`src/rtl/hilb_pkg.sv`:
```
package hilb_pkg;

    typedef enum logic [0:0] {
        WIN_RECT    = 1'b0,
        WIN_HAMMING = 1'b1
    } hilb_win_e;

    localparam real PI_R = 3.14159265358979;

    // Power series for cosine, good over [0, pi] at elaboration time.
    function automatic real cos_series(real a);
        real term;
        real acc;
        term = 1.0;
        acc  = 1.0;
        for (int k = 1; k < 24; k++) begin
            term = -term * a * a / real'((2 * k - 1) * (2 * k));
            acc  = acc + term;
        end
        return acc;
    endfunction

    // Quantized kernel weight at odd offset j from the center.
    function automatic int tap_weight(int j, int half, int frac, hilb_win_e win);
        real w;
        w = 2.0 / (real'(j) * PI_R);
        if (win == WIN_HAMMING)
            w = w * (0.54 + 0.46 * cos_series(PI_R * real'(j) / real'(half + 1)));
        return $rtoi(w * (2.0 ** frac) + 0.5);
    endfunction

    function automatic int odd_tap_count(int half);
        return (half + 1) / 2;
    endfunction

endpackage

```
`src/rtl/hilb_window.sv`:
```
// History register plus pre-subtraction of mirrored pairs.
module hilb_window #(
    parameter int DW   = 12,
    parameter int HALF = 11,
    parameter int NT   = 6
) (
    input  logic                 clk,
    input  logic                 rst,
    input  logic                 shift,
    input  logic signed [DW-1:0] din,
    output logic signed [DW:0]   diff [NT],
    output logic signed [DW-1:0] center
);
    localparam int LEN = 2 * HALF + 1;

    logic signed [DW-1:0] hist [LEN];

    always_ff @(posedge clk) begin
        if (rst) begin
            for (int i = 0; i < LEN; i++) hist[i] <= '0;
        end else if (shift) begin
            hist[0] <= din;
            for (int i = 1; i < LEN; i++) hist[i] <= hist[i-1];
        end
    end

    // hist[HALF+J] is older (x[m-J]), hist[HALF-J] is newer (x[m+J]).
    for (genvar k = 0; k < NT; k++) begin : g_pair
        localparam int J = 2 * k + 1;
        always_ff @(posedge clk) begin
            if (rst) diff[k] <= '0;
            else     diff[k] <= {hist[HALF+J][DW-1], hist[HALF+J]}
                              - {hist[HALF-J][DW-1], hist[HALF-J]};
        end
    end

    always_ff @(posedge clk) begin
        if (rst) center <= '0;
        else     center <= hist[HALF];
    end

endmodule

```
`src/rtl/hilb_mac.sv`:
```
// Constant multipliers on the pair differences, then a registered sum.
module hilb_mac #(
    parameter int                  DW     = 12,
    parameter int                  CW     = 16,
    parameter int                  CF     = 14,
    parameter int                  HALF   = 11,
    parameter hilb_pkg::hilb_win_e WINDOW = hilb_pkg::WIN_RECT,
    parameter int                  NT     = 6,
    parameter int                  AW     = 33
) (
    input  logic                 clk,
    input  logic                 rst,
    input  logic signed [DW:0]   diff [NT],
    output logic signed [AW-1:0] acc
);
    localparam int PW = DW + 1 + CW;

    logic signed [PW-1:0] prod [NT];
    logic signed [AW-1:0] sum_c;

    for (genvar k = 0; k < NT; k++) begin : g_mul
        localparam int                   CINT = hilb_pkg::tap_weight(2 * k + 1, HALF, CF, WINDOW);
        localparam logic signed [CW-1:0] COEF = CW'(CINT);
        always_ff @(posedge clk) begin
            if (rst) prod[k] <= '0;
            else     prod[k] <= diff[k] * COEF;
        end
    end

    always_comb begin
        sum_c = '0;
        for (int k = 0; k < NT; k++) sum_c = sum_c + AW'(prod[k]);
    end

    always_ff @(posedge clk) begin
        if (rst) acc <= '0;
        else     acc <= sum_c;
    end

endmodule

```
`src/rtl/hilb_round_sat.sv`:
```
// Round half up, drop CF fraction bits, clamp to OW bits; loads on strobe.
module hilb_round_sat #(
    parameter int AW = 33,
    parameter int CF = 14,
    parameter int OW = 12
) (
    input  logic                 clk,
    input  logic                 rst,
    input  logic                 load,
    input  logic signed [AW-1:0] acc,
    output logic signed [OW-1:0] q
);
    localparam logic signed [AW-1:0] HALF_LSB = AW'(1) << (CF - 1);
    localparam logic signed [AW-1:0] QMAX_A   = (AW'(1) << (OW - 1)) - AW'(1);
    localparam logic signed [AW-1:0] QMIN_A   = ~QMAX_A;
    localparam logic signed [OW-1:0] QMAX     = {1'b0, {(OW-1){1'b1}}};
    localparam logic signed [OW-1:0] QMIN     = {1'b1, {(OW-1){1'b0}}};

    logic signed [AW-1:0] rnd;
    logic signed [AW-1:0] sh;
    logic signed [OW-1:0] q_c;

    always_comb begin
        rnd = acc + HALF_LSB;
        sh  = rnd >>> CF;
        if (sh > QMAX_A)      q_c = QMAX;
        else if (sh < QMIN_A) q_c = QMIN;
        else                  q_c = sh[OW-1:0];
    end

    always_ff @(posedge clk) begin
        if (rst)       q <= '0;
        else if (load) q <= q_c;
    end

endmodule

```
`src/rtl/hilbert_fir.sv`:
```
module hilbert_fir #(
    parameter int                  DW     = 12,
    parameter int                  CW     = 16,
    parameter int                  CF     = 14,
    parameter int                  OW     = 12,
    parameter int                  HALF   = 11,
    parameter hilb_pkg::hilb_win_e WINDOW = hilb_pkg::WIN_RECT
) (
    input  logic                 clk,
    input  logic                 rst,
    input  logic                 in_valid,
    input  logic signed [DW-1:0] in_data,
    output logic                 out_valid,
    output logic signed [DW-1:0] out_i,
    output logic signed [OW-1:0] out_q
);
    localparam int NT = hilb_pkg::odd_tap_count(HALF);
    localparam int AW = DW + 1 + CW + $clog2(NT) + 1;

    typedef struct packed {
        logic                 vld;
        logic signed [DW-1:0] ctr;
    } tag_t;

    logic                 v_a;
    tag_t                 tag_c;
    tag_t                 tag_d;
    logic signed [DW:0]   diff [NT];
    logic signed [DW-1:0] center_b;
    logic                 v_b;
    logic signed [AW-1:0] acc_d;

    hilb_window #(.DW(DW), .HALF(HALF), .NT(NT)) u_window (
        .clk(clk), .rst(rst), .shift(in_valid), .din(in_data),
        .diff(diff), .center(center_b)
    );

    hilb_mac #(.DW(DW), .CW(CW), .CF(CF), .HALF(HALF), .WINDOW(WINDOW),
               .NT(NT), .AW(AW)) u_mac (
        .clk(clk), .rst(rst), .diff(diff), .acc(acc_d)
    );

    hilb_round_sat #(.AW(AW), .CF(CF), .OW(OW)) u_round (
        .clk(clk), .rst(rst), .load(tag_d.vld), .acc(acc_d), .q(out_q)
    );

    // Valid and center sample travel alongside the arithmetic stages.
    always_ff @(posedge clk) begin
        if (rst) begin
            v_a       <= 1'b0;
            v_b       <= 1'b0;
            tag_c     <= '0;
            tag_d     <= '0;
            out_valid <= 1'b0;
            out_i     <= '0;
        end else begin
            v_a       <= in_valid;
            v_b       <= v_a;
            tag_c     <= '{vld: v_b, ctr: center_b};
            tag_d     <= tag_c;
            out_valid <= tag_d.vld;
            if (tag_d.vld) out_i <= tag_d.ctr;
        end
    end

endmodule

```
`config.mk`:
```
export PLATFORM = sky130hd
export DESIGN_NAME = hilbert_fir
export DESIGN_NICKNAME = d
export VERILOG_FILES = /design/src/rtl/hilb_pkg.sv /design/src/rtl/hilb_window.sv /design/src/rtl/hilb_mac.sv /design/src/rtl/hilb_round_sat.sv /design/src/rtl/hilbert_fir.sv
export SDC_FILE = /design/constraint.sdc
export NUM_CORES = 2
export LEC_CHECK = 0
export BUFFER_PORTS_ARGS = -buffer_cell sky130_fd_sc_hd__buf_2
export CAP_MARGIN = 20
export CORE_AREA = 2 2 346 314
export DETAILED_ROUTE_END_ITERATION = 10
export DIE_AREA = 0 0 348 316
export SLEW_MARGIN = 0
export SYNTH_ARGS = -nofsm -noshare
export SYNTH_HDL_FRONTEND = slang
export SYNTH_SLANG_ARGS = --single-unit
```
`constraint.sdc`:
```
create_clock -name clk -period 8.1 [get_ports clk]
set_clock_uncertainty 0.15 [all_clocks]
set_input_delay 1.215 -clock clk [delete_from_list [all_inputs] [get_ports clk]]
set_output_delay 1.215 -clock clk [all_outputs]
set_load 0.005 [all_outputs]
```
-- Word-level counts from Yosys, hierarchy flattened
Memories as Yosys holds them, arrays and structs flattened.
Cells that the tools add are included.
- bits in registers: 176
- memory bits (writable): 450
- output and inout bits: 25
- word-level logic and storage cells: 105
- memories kept: 2
- add/sub/neg operators: 12
- multiply operators: 6
- $lt $le $gt $ge: 2
- multiplexer cells: 37
- bitwise operators: 29
- memories (memory ; words ; width ; rd ports ; clocked after memory_dff ; write ports ; RTL line ; source):
    u_window.hist ; 23 ; 12 ; 23 ; 0 ; 23 ; hilb_window.sv:16 ; logic signed [DW-1:0] hist [LEN];
    u_mac.prod ; 6 ; 29 ; 6 ; 0 ; 6 ; hilb_mac.sv:18 ; logic signed [PW-1:0] prod [NT];
- operator list (operator ; number):
    12-bit 2-to-1 mux ; 25
    29-bit 2-to-1 mux ; 6
    33-bit by 29-bit adder with 33-bit output ; 3
    12-bit by 12-bit subtractor with 13-bit output ; 6
    13-bit by 12-bit multiplier with 25-bit output, second input constant ; 2
    33-bit by 15-bit adder with 33-bit output, second input constant ; 1
    30-bit by 29-bit adder with 31-bit output ; 1
    29-bit by 29-bit adder with 30-bit output ; 1
    1-bit bitwise OR ; 29
    13-bit by 14-bit multiplier with 27-bit output, second input constant ; 1
    13-bit by 13-bit multiplier with 26-bit output, second input constant ; 1
    13-bit by 11-bit multiplier with 24-bit output, second input constant ; 1
    13-bit by 9-bit multiplier with 22-bit output, second input constant ; 1
    19-bit by 12-bit greater-than comparator with 1-bit output, second input constant ; 1
    19-bit by 12-bit < comparator with 1-bit output, second input constant ; 1
    1-bit 2-to-1 mux ; 6

-- Logic depth before layout (Yosys ltp)
An unclocked memory read counts as a cell.
- depth in word-level cells: 6
- mapped depth: 26

-- Cells and area by module
Synthesis repeated with hierarchy kept, for this count alone.
- cells, all modules: 4082
- area, all modules: 43384.1 um^2
- by module, submodules not included (module ; times used ; cells each ; area an instance (um^2)):
    hilb_mac ; 1 ; 2592 ; 25265.5
    hilb_window ; 1 ; 1262 ; 15805.2
    hilbert_fir ; 1 ; 100 ; 1221.2
    hilb_round_sat ; 1 ; 128 ; 1092.3

-- Worst setup path after synthesis
OpenSTA, ideal clock, no wires.
- kind: register to register
- start point: memory u_mac.prod[1][2] (netlist bit)
- end point: register u_mac.acc[32]
- setup time: 0.134 ns
- arrival: 5.551 ns
- slack: 2.264 ns
- cell stages (with the launch flop): 26
- period minus slack after synthesis: 5.836 ns
- cell sequence: dfxtp_1 fa_1 ha_1 fa_1 a211o_1 a21oi_1 o21ai_1 a21oi_1 inv_1 a211o_1 a21oi_1 xnor2_1 fa_1 inv_1 fa_1 inv_1 ha_1 a21oi_1 nor2b_1 o21ai_0 o21ai_0 o21ai_2 o21ai_1 o21a_1 o311ai_0 o31ai_1
- RTL lines (item ; RTL line ; source):
    start, declared ; hilb_mac.sv:18 ;
    end signal, assigned ; hilb_mac.sv:37 ; else acc <= sum_c;
    end, declared ; hilb_mac.sv:14 ; output logic signed [AW-1:0] acc

==> flow_summary.json <==
{
  "timing.fmax_mhz": 153,
  "slowest_delay_ns": 0.49,
  "cts_root_buffer": "clkbuf_16",
  "dr_total_vias": 26100,
  "io_buffers": 39,
  "reg2reg_depth": 25,
  "hold_class": "flop to flop",
  "clkSlewWorstSetupHoldPaths_ns": 0.06,
  "maxCapViolations": 0,
  "layout_min_cycle_time_ns": 6.52,
  "grt_first_pass_wirelength_mm": 139,
  "holdPathEnd": "tag_d[12]",
  "syn2layout_area_growth_pct": 9.91,
  "clkSinkCount": 588,
  "reg2reg_to": "u_mac.acc[32]",
  "cp-startpoint": "u_mac.prod[1][2]",
  "drv_slew": 0,
  "rows": 114,
  "cts_made_buffers": 69,
  "syn_nets": 4953,
  "layout_common_cells": "inv_1, ha_1, fa_1",
  "crit_family": "compound AO/OA/AOI/OAI gates",
  "synthFlopType": "dfxtp_1",
  "crit_required_ns": 8.43,
  "critical_path_class": "flop to flop",
  "wl_per_cell_um": 15.5,
  "status": "finished clean",
  "die_h_um": 316,
  "core_um2": 107000,
  "grt_usage": 0.158,
  "seq_area_frac_synth": 0.344,
  "nNetsFinal": 5000,
  "slew_headroom": 0.309,
  "worst-path-buf-inv": 3,
  "io_pins": 40,
  "overflow": 0,
  "setup_violations": 0,
  "dp_hpwl_mm": 67.1,
  "layout.cells.most_common": "inv_1",
  "rsz0062_at_grt": "no",
  "ctsLongestPathBuffers": 3,
  "cts_tree": "yes",
  "cp-start-kind": "flop",
  "gp_congestion": 0.831,
  "timing.final.crit_share": 0.805,
  "async_reset_ff_frac": 0,
  "cts_setup_buffers": 0,
  "place_area_um2": 44000,
  "setup_tns_ns": 0,
  "synthTopCellsByArea": "edfxtp_1, ha_1, fa_1",
  "worst_slew_pin_slew_ns": 1.04,
  "netlist_area_um2": 42200,
  "synthDistinctLibCells": 74,
  "yosys_warnings": 0,
  "slowest_stage": "fa_1",
  "antenna_found_initial": 2,
  "synth_top_area_cell": "edfxtp_1",
  "clock_latency_ns": 0.64,
  "layout-drive-gt1-share": 0.0478,
  "n_antenna_cell": 0,
  "utilization": 0.435,
  "arrival_ns": 6.85,
  "whs_ns": 0.281,
  "worstReg2RegStart": "u_mac.prod[1][2]",
  "grt_max_degree": 165,
  "dieArea_um2": 110000,
  "yosys_register_bits": 588,
  "grt_pass1_vias": 26400,
  "hold_path.startpoint": "tag_c[12]",
  "cp_max_fo": 5,
  "drt_iter0_drc": 1405,
  "vias_per_cell": 4.78,
  "ff2ff_setup_slack_ns": 1.58,
  "hold_buffers": 0,
  "avgSynthCellArea_um2": 10.6,
  "drc": 0,
  "hold_depth": 1,
  "syn_inst": 3976,
  "ctsHtreeMaxLevel": 3,
  "finalHoldViolCount": 0,
  "ant_nets": 0,
  "cts_resized": 0,
  "die_width_um": 348,
  "synth_top_area_frac": 0.196,
  "totalWireLength_mm": 84.6,
  "endpoint_kind": "flop",
  "drtPass1Iterations": 5,
  "synth_edf_count": 276,
  "start_util": 0.396,
  "finalInstanceArea_um2": 46400
}
[sequential cells by signal, indices dropped and copies added, names as in the netlist]
signal           flops
tag_d               13
u_window.hist      276
tag_c               13
out_valid            1
v_b                  1
u_mac.prod         149
u_window.center     12
v_a                  1
u_mac.acc           20
u_window.diff       78
u_round.q           12
out_i               12
[synth_stat cells, drive strengths merged, types with 9 or more instances]
cell	instances
inv	666
ha	621
fa	341
dfxtp	312
nor2	293
edfxtp	276
and2	227
nor2b	183
xnor2	122
nand2	97
a21oi	95
o21ai	95
nor3	73
a21o	71
xor2	68
clkbuf	63
nand3	45
a211oi	34
nand2b	33
o21bai	25
o21a	22
mux2i	16
a31oi	14
a21boi	13
or3	13
and3	11
nand4	11
o2111ai	11
a31o	10
buf	10
or2	10
o31ai	9
[kinds of logic after synthesis]
logic type / count (synthesis) / share of synthesized area
muxes: 22 / 0.00540
xor gates and xnor gates: 190 / 0.0394
and+or+nand+nor: 1025 / 0.127
adders and majority gates: 962 / 0.346
DFF: 588 / 0.344
AOI/OAI and AO/OA: 449 / 0.0725
buffers and inverters: 740 / 0.0659
[worst max path at each step]
| stage | slack [ns] | cells past startpoint | end |
|---|---|---|---|
| global placement | 1.66 | 25 | u_mac.acc[32] |
| CTS | 1.59 | 25 | u_mac.acc[32] |
| finish | 1.58 | 25 | u_mac.acc[32] |
| detailed placement | 1.62 | 25 | u_mac.acc[32] |
| global route | 1.08 | 25 | u_mac.acc[32] |
| floorplan | 2.26 | 25 | u_mac.acc[32] |
[cell type report]
| type | instances | area (um2) |
|---|---|---|
| fillers | 10000 | 60200 |
| multi-input cells | 2648 | 24900 |
| flip-flops and latches | 588 | 14500 |
| inverters | 667 | 2500 |
| clock buffers | 99 | 1960 |
| well taps | 1392 | 1740 |
| clock inverters | 28 | 428 |
| repair buffers | 49 | 313 |
[worst register-to-register path, stage by stage, from the launching register on]
cell	delay, ns
dfxtp_1	0.31
fa_1	0.47
ha_1	0.23
fa_1	0.43
a211o_1	0.31
a21oi_1	0.19
o21ai_1	0.18
a21oi_1	0.31
inv_1	0.07
a211o_1	0.30
a21oi_1	0.18
xnor2_1	0.10
fa_1	0.49
inv_1	0.06
fa_1	0.50
inv_1	0.05
ha_1	0.34
a21oi_1	0.16
nor2b_1	0.07
o21ai_0	0.15
o21ai_0	0.19
o21ai_2	0.29
o21ai_1	0.21
o21a_1	0.25
o311ai_0	0.28
o31ai_1	0.12
[metrics by stage]
stage	setup WS [ns]	std cells
floorplan	2.26	3976
global placement	1.66	5342
global route	1.08	5471
CTS	1.59	5470
detailed placement	1.62	5343
finish	1.58	5471
[routing by layer]
metal  track usage  wire [um]  part of all wire
met1         0.233      43400              0.51
met2         0.248      36800              0.44
met4        0.0401       1830             0.022
met5             0          0                 0
met3        0.0196       2560             0.030
Power is left out: the tool's default activity adds up to more than one toggle a clock period on the data nets, which glitch-free logic cannot reach.
